## src/rtl/vseg_pkg.sv

```systemverilog
package vseg_pkg;

    typedef enum logic [1:0] {
        MD_KERN = 2'b00,
        MD_SUPV = 2'b01,
        MD_USER = 2'b10,
        MD_RSVD = 2'b11
    } mode_e;

    typedef struct packed {
        mode_e mode;
        logic  wide;
        logic  hit;
        logic  err;
        logic  vec_norm;
        logic  vec_ext;
        logic  bad_mode;
    } result_t;

endpackage

```

## src/rtl/vseg_mode_dec.sv

```systemverilog
module vseg_mode_dec
    import vseg_pkg::*;
(
    input  logic [1:0] ksu_i,
    input  logic       exl_i,
    input  logic       erl_i,
    input  logic       ux_i,
    input  logic       sx_i,
    output mode_e      mode_o,
    output logic       wide_o,
    output logic       bad_o
);

    always_comb begin
        mode_o = MD_KERN;
        wide_o = 1'b0;
        bad_o  = 1'b0;
        if (!(exl_i || erl_i)) begin
            unique case (ksu_i)
                2'b10: begin
                    mode_o = MD_USER;
                    wide_o = ux_i;
                end
                2'b01: begin
                    mode_o = MD_SUPV;
                    wide_o = sx_i;
                end
                2'b11: begin
                    mode_o = MD_RSVD;
                    bad_o  = 1'b1;
                end
                default: mode_o = MD_KERN;
            endcase
        end
    end

    always_comb begin
        assert (!bad_o || mode_o == MD_RSVD);
    end

endmodule

```

## src/rtl/vseg_user_chk.sv

```systemverilog
module vseg_user_chk #(
    parameter int VA_W       = 64,
    parameter int NARROW_BIT = 31,
    parameter int WIDE_LSB   = 40
) (
    input  logic [VA_W-1:0] va_i,
    input  logic            wide_i,
    output logic            legal_o
);

    localparam int TOP_W = VA_W - WIDE_LSB;

    logic narrow_ok;
    logic wide_ok;

    // The narrow test reads one bit; the wide test reads the top field.
    assign narrow_ok = ~va_i[NARROW_BIT];

    generate
        if (TOP_W > 0) begin : g_top
            assign wide_ok = (va_i[VA_W-1:WIDE_LSB] == '0);
        end else begin : g_notop
            assign wide_ok = 1'b1;
        end
    endgenerate

    // Bits that neither test reads are gathered here on purpose.
    logic unused_mid;
    assign unused_mid = ^{va_i[WIDE_LSB-1:NARROW_BIT+1], va_i[NARROW_BIT-1:0]};

    assign legal_o = wide_i ? wide_ok : narrow_ok;

endmodule

```

## src/rtl/vaddr_seg_check.sv

```systemverilog
module vaddr_seg_check
    import vseg_pkg::*;
#(
    parameter int VA_W       = 64,
    parameter int NARROW_BIT = 31,
    parameter int WIDE_LSB   = 40
) (
    input  logic            clk_i,
    input  logic            rst_i,
    input  logic            req_i,
    input  logic [VA_W-1:0] va_i,
    input  logic [1:0]      ksu_i,
    input  logic            exl_i,
    input  logic            erl_i,
    input  logic            ux_i,
    input  logic            sx_i,
    output logic [1:0]      mode_o,
    output logic            wide_o,
    output logic            hit_o,
    output logic            addr_err_o,
    output logic            miss_norm_o,
    output logic            miss_ext_o,
    output logic            bad_mode_o
);

    mode_e   dec_mode;
    logic    dec_wide;
    logic    dec_bad;
    logic    seg_legal;
    result_t res_d;
    result_t res_q;

    vseg_mode_dec u_dec (
        .ksu_i (ksu_i),
        .exl_i (exl_i),
        .erl_i (erl_i),
        .ux_i  (ux_i),
        .sx_i  (sx_i),
        .mode_o(dec_mode),
        .wide_o(dec_wide),
        .bad_o (dec_bad)
    );

    vseg_user_chk #(
        .VA_W      (VA_W),
        .NARROW_BIT(NARROW_BIT),
        .WIDE_LSB  (WIDE_LSB)
    ) u_chk (
        .va_i   (va_i),
        .wide_i (dec_wide),
        .legal_o(seg_legal)
    );

    always_comb begin
        res_d = '0;
        if (req_i) begin
            res_d.mode     = dec_mode;
            res_d.wide     = dec_wide;
            res_d.bad_mode = dec_bad;
            if (dec_mode == MD_USER) begin
                res_d.err      = ~seg_legal;
                res_d.hit      = seg_legal;
                res_d.vec_norm = seg_legal & ~dec_wide;
                res_d.vec_ext  = seg_legal & dec_wide;
            end
        end
    end

    always_ff @(posedge clk_i) begin
        if (rst_i) res_q <= '0;
        else       res_q <= res_d;
    end

    assign mode_o      = res_q.mode;
    assign wide_o      = res_q.wide;
    assign hit_o       = res_q.hit;
    assign addr_err_o  = res_q.err;
    assign miss_norm_o = res_q.vec_norm;
    assign miss_ext_o  = res_q.vec_ext;
    assign bad_mode_o  = res_q.bad_mode;

    AST_ERR_EXCL: assert property (@(posedge clk_i) disable iff (rst_i)
        addr_err_o |-> !(hit_o || miss_norm_o || miss_ext_o));
    AST_VEC_ONEHOT: assert property (@(posedge clk_i) disable iff (rst_i)
        $onehot0({miss_norm_o, miss_ext_o}));
    AST_IDLE_ZERO: assert property (@(posedge clk_i) disable iff (rst_i)
        !req_i |=> {mode_o, wide_o, hit_o, addr_err_o, miss_norm_o, miss_ext_o, bad_mode_o} == '0);
    AST_KERN_QUIET: assert property (@(posedge clk_i) disable iff (rst_i)
        (req_i && (exl_i || erl_i)) |=> (mode_o == 2'b00 && !addr_err_o && !hit_o));
    AST_NARROW_ERR: assert property (@(posedge clk_i) disable iff (rst_i)
        (req_i && !exl_i && !erl_i && ksu_i == 2'b10 && !ux_i && va_i[NARROW_BIT]) |=> addr_err_o);
    AST_WIDE_HIT: assert property (@(posedge clk_i) disable iff (rst_i)
        (req_i && !exl_i && !erl_i && ksu_i == 2'b10 && ux_i && va_i[VA_W-1:WIDE_LSB] == '0)
        |=> (hit_o && miss_ext_o));
    AST_RSVD_FLAG: assert property (@(posedge clk_i) disable iff (rst_i)
        bad_mode_o |-> (mode_o == 2'b11 && !hit_o && !addr_err_o));
    AST_HIT_HAS_VEC: assert property (@(posedge clk_i) disable iff (rst_i)
        hit_o |-> (miss_norm_o ^ miss_ext_o));

endmodule

```

## config.mk

```make
export PLATFORM = sky130hd
export DESIGN_NAME = vaddr_seg_check
export DESIGN_NICKNAME = d
export VERILOG_FILES = /design/src/rtl/vseg_pkg.sv /design/src/rtl/vseg_mode_dec.sv /design/src/rtl/vseg_user_chk.sv /design/src/rtl/vaddr_seg_check.sv
export SDC_FILE = /design/constraint.sdc
export NUM_CORES = 1
export LEC_CHECK = 0
export BUFFER_PORTS_ARGS = -buffer_cell sky130_fd_sc_hd__buf_2
export CORE_MARGIN = 2
export CORE_UTILIZATION = 25
export CTS_BUF_LIST = sky130_fd_sc_hd__clkbuf_16
export DETAILED_ROUTE_END_ITERATION = 8
export GPL_ROUTABILITY_DRIVEN = 0
export PLACE_DENSITY = 0.89
export SYNTH_ARGS = -nofsm -noshare
export SYNTH_HDL_FRONTEND = slang
export SYNTH_SLANG_ARGS = --single-unit
```

## constraint.sdc

```tcl
create_clock -name clk_i -period 3.6 [get_ports clk_i]
set_clock_uncertainty 0.15 [all_clocks]
set_input_delay 0.18 -clock clk_i [delete_from_list [all_inputs] [get_ports clk_i]]
set_output_delay 0.18 -clock clk_i [all_outputs]
set_load 0.01 [all_outputs]
```

Yosys cells after proc, flatten, opt, wreduce, memory -nomap -nowiden
Index checks and enable logic that the tools add are counted.
{ "totals": {"inputBits": 73, "out_inout_bits": 8, "regBits": 8} }
{ "classes": {"n_mux": 6, "n_eq_ne": 4, "bitwise": 7, "n_reduce_logical": 5} }
{ "op_table": {"columns": ["op", "count"], "rows": [
  ["24-bit logical NOT", 1],
  ["2-bit == test, second input constant", 3],
  ["2-bit one-hot mux with 3 select lines", 1],
  ["3-bit OR reduction", 2],
  ["1-bit NOT", 5],
  ["1-bit two-way mux", 3],
  ["1-bit AND", 2],
  ["2-bit by 1-bit == test with 1-bit output, second input constant", 1],
  ["2-bit two-way mux", 1],
  ["1-bit one-hot mux with 2 select lines", 1],
  ["2-bit OR reduction", 1],
  ["1-bit logical OR", 1]
]} }

Logic depth before layout (Yosys ltp)
{ "logic_depth": {"word_depth": 6, "ltp_mapped": 6, "ltp_nobuf": 6} }

Modules after synthesis
From an unflattened synthesis, not the netlist that was laid out.
{ "unflattened": {"hier_cells": 43, "area_unflattened_um2": 442.9} }
{ "by_module_without_submodules": {"columns": ["module", "cells_per_inst", "area_per_inst_um2", "instances"], "rows": [
  ["vaddr_seg_check", 20, 257.7, 1],
  ["vseg_mode_dec", 13, 100.1, 1],
  ["vseg_user_chk", 10, 85.1, 1]
]} }

Least setup slack after synthesis
Ideal clock, no wire load.
{ "synth_timing": {"kind": "in2reg", "start": "input port ksu_i[0]", "end": "register res_q, in the netlist hit_o", "path_stages": 6, "t_arrival_ns": 1.236, "setup_slack_ns": 2.149, "setup_ns": 0.065, "required_ns": 3.385, "cell_sequence": "inv_1 ha_1 nor3b_1 nand4_1 o31ai_1 nor2b_1"} }
{ "synth_between": {"elab_chain_cells": 6} }
{ "synth_rtl": {"columns": ["element", "line", "source"], "rows": [
  ["from (decl)", "vaddr_seg_check.sv:12", "input logic [1:0] ksu_i,"],
  ["2-bit == test / 2-bit by 1-bit == test with 1-bit output (equally long branches)", "vseg_mode_dec.sv:19", "unique case (ksu_i)"],
  ["2-bit one-hot mux with 3 select lines", "vseg_mode_dec.sv:19", null],
  ["2-bit two-way mux", "vseg_mode_dec.sv:18", "if (!(exl_i || erl_i)) begin"],
  ["2-bit == test", "vaddr_seg_check.sv:60", "if (dec_mode == MD_USER) begin"],
  ["1-bit NOT (no source line)", null, null],
  ["3-bit OR reduction (no source line)", null, null],
  ["to (signal assigned)", "vaddr_seg_check.sv:71", "else res_q <= res_d;"],
  ["to (decl)", "vaddr_seg_check.sv:31", "result_t res_q;"]
]} }
Parallel ways exist; a longest one is shown, timed or not.
A chain may end at the register's enable or synchronous reset.

Final worst setup path
Same ends and word-level chain as after synthesis.

==> impl_metrics.toml <==
[yosys]
synth_top_flop_cell = "dfxtp_1"
synth_top_area_cell = "dfxtp_1"
synth-seq-cells = 8
yosysMostFrequentCell = "dfxtp_1"
async_flop_share_pct = 0
synthCells = 41
synth.area.top_cells = "dfxtp_1, ha_1, nor4_1"
syn_area_sq_um = 399.1
synth_top_area_share_pct = 40.13
yosysSeqAreaShare_pct = 40.13
yosys-top-cells-count = "dfxtp_1, nor2_1, nor4_1, ha_1"
syn_nets = 118
yosys_warnings = 0
synth.lib_cells_used.distinct = 17
syn_area_per_cell_sq_um = 9.735
synth_edf_count = 0

[finish]
area_delta_synth_final_pct = 75.24
num-nets-final = 164
antennaDiodeCount = 0
finalNonFillerCells = 101
layout-drive-gt1-share_pct = 56.47
stdcell_area_sq_um = 699.4

[grt]
gr-total-overflow = 0
grt_use_total_pct = 11.90
grt_max_degree = 5
antenna_found_initial = 0
grt_pass1_wl_mm = 1.607
grt_pass1_vias = 439

[hold_path]
holdCritStartpoint = "va_i[31]"
hold_class = "primary input to flop"

[sta]
post-route-period-util_pct = 41.56
hold_viol_final = 0
rsz0062_at_grt = "no"
slew-limit-headroom_pct = 81.70
slew_violations = 0
fmax_mhz = 668.4
finalSetupTns_ns = 0
fin_crit_ns = 1.496
setup_viol = 0
worst_pin_slew_ns = 0.2720

[power_and_ir_drop]
clockPowerShare_pct = 59.9
swShare_pct = 17.63
leakage_uw = 0.0003577
switching_power_uw = 53.81
vdd_drop_max_v = 0.0001745
seqPwrFrac_pct = 29.5
internal_power_uw = 251.5
pwr-share-comb_pct = 10.7
p_per_area_nw_per_um2 = 436.5

[setup_path]
worstPathArrival_ns = 1.51
path_max_fanout = 3
critPathSlowestCell = "ha_1"
max_stage_delay_ns = 0.28
cp-startpoint = "ksu_i[0]"
path_cells = "buf_2 -> inv_1 -> ha_1 -> nor3b_1 -> nand4_1 -> o31ai_1 -> nor2b_1"
start_kind = "primary input"
worstSetupPathType = "primary input to flop"
worst_ep_required_time_ns = 3.61
end_kind = "flop"

[detailed_routing]
routed_wl_mm = 1.024
drc = 0
dr.pass1.iters = 2
vias_per_cell = 4.545
drt_iter0_drc = 2
antenna_left = 0
post_drt_wl_per_cell_um = 10.14
vias = 459

[place]
io_buffers = 41
dpl.cell_count = 98
placed_area_sq_um = 624.3

[clock_tree]
ctsLongestPathBuffers = 2
root_buffer = "clkbuf_16"
htreeDepth = 1
cts.clk_slew.worst_paths_ns = 0.03
ctsHoldBuffers = 0
post_cts_resized = 0
cts.sinks = 8
cts_tree = "done"
cts_made_buffers = 3
postCtsSetupRepairBufs = 0

[floorplan]
start_util_pct = 26.50
die_h_um = 43.96
core_area_sq_um = 1506
dieArea_sq_um = 1932
die_w_um = 43.96
io_pins = 81
num_rows = 14

[outcome]
status = "finished, final reports clean"

[job]
cap_viol_max_count = 0
placed cells by master, fill, tap and decap left out, types with 3 or more instances in the layout:
| cell type | synthesis | final |
|---|---|---|
| buf_2 | 0 | 41 |
| dfxtp_1 | 8 | 8 |
| clkbuf_16 | 0 | 3 |
| nor4_1 | 6 | 6 |
| inv_1 | 3 | 3 |
| nor2_1 | 6 | 6 |
| ha_1 | 4 | 4 |
| nand2_1 | 3 | 3 |
final cells by class:
class | count | area [sq um]
Timing Repair Buffer | 41 | 205.2
Fill cell | 144 | 807.0
Multi-Input combinational cell | 30 | 227.7
Tap cell | 16 | 20.02
Clock buffer | 3 | 75.07
Inverter | 3 | 11.26
Sequential cell | 8 | 160.2
registers in the layout (all words and copies together), names as in the netlist:
name,count
bad_mode_o,1
addr_err_o,1
hit_o,1
wide_o,1
mode_o,2
miss_norm_o,1
miss_ext_o,1
routing by layer:
metal	GRT usage, %	up-vias	part of all wire (%)
met2	20.59	28	50
met1	11.36	192	37
met3	4.167	3	11
met4	9.091	0	2.2
li1	-	236	-
met5	0	-	0
power by group through the flow:
stage,Sequential [uW],Combinational (uW),Clock [uW]
after floorplan,91.6,11.7,0
after global placement,91.2,31.3,0
after detailed placement,91.3,32.9,0
after CTS,90.0,33.0,186
after global routing,90.0,36.2,190
final,90.0,32.5,183
worst paths after layout:
check,slack [ns],end,cells after the start
worst max-delay path,2.10,hit_o,7
worst min-delay path,0.06,miss_norm_o,3
through the flow:
| step | setup slack (ns) | total power, uW | hold slack [ns] | utilization (%) |
|---|---|---|---|---|
| final | 2.104 | 305.3 | 0.05983 | 46.43 |
| after global routing | 1.991 | 316.1 | 0.07860 | 46.43 |
| after CTS | 2.084 | 309.3 | 0.06122 | 46.43 |
| after detailed placement | 1.853 | 124.2 | 0.2984 | 41.45 |
| after global placement | 1.911 | 122.5 | 0.3053 | 41.45 |
| after floorplan | 2.149 | 103.4 | 0.1890 | - |
critical path, delay by kind of cell:
family	cells	cell delay, ns
AOI/OAI and AO/OA	1	0.28
buffers and inverters	2	0.17
and+or+nand+nor	3	0.60
adders and majority gates	1	0.28
cell families after synthesis:
| group | Yosys count | synth area share [%] |
|---|---|---|
| AO/OA/AOI/OAI | 4 | 7.839 |
| adder cells (fa/ha/maj) | 4 | 12.54 |
| buffers and inverters | 3 | 2.821 |
| flip-flops | 8 | 40.12 |
| AND/OR/NAND/NOR | 22 | 36.68 |
Power figures use the tool's default switching activity.
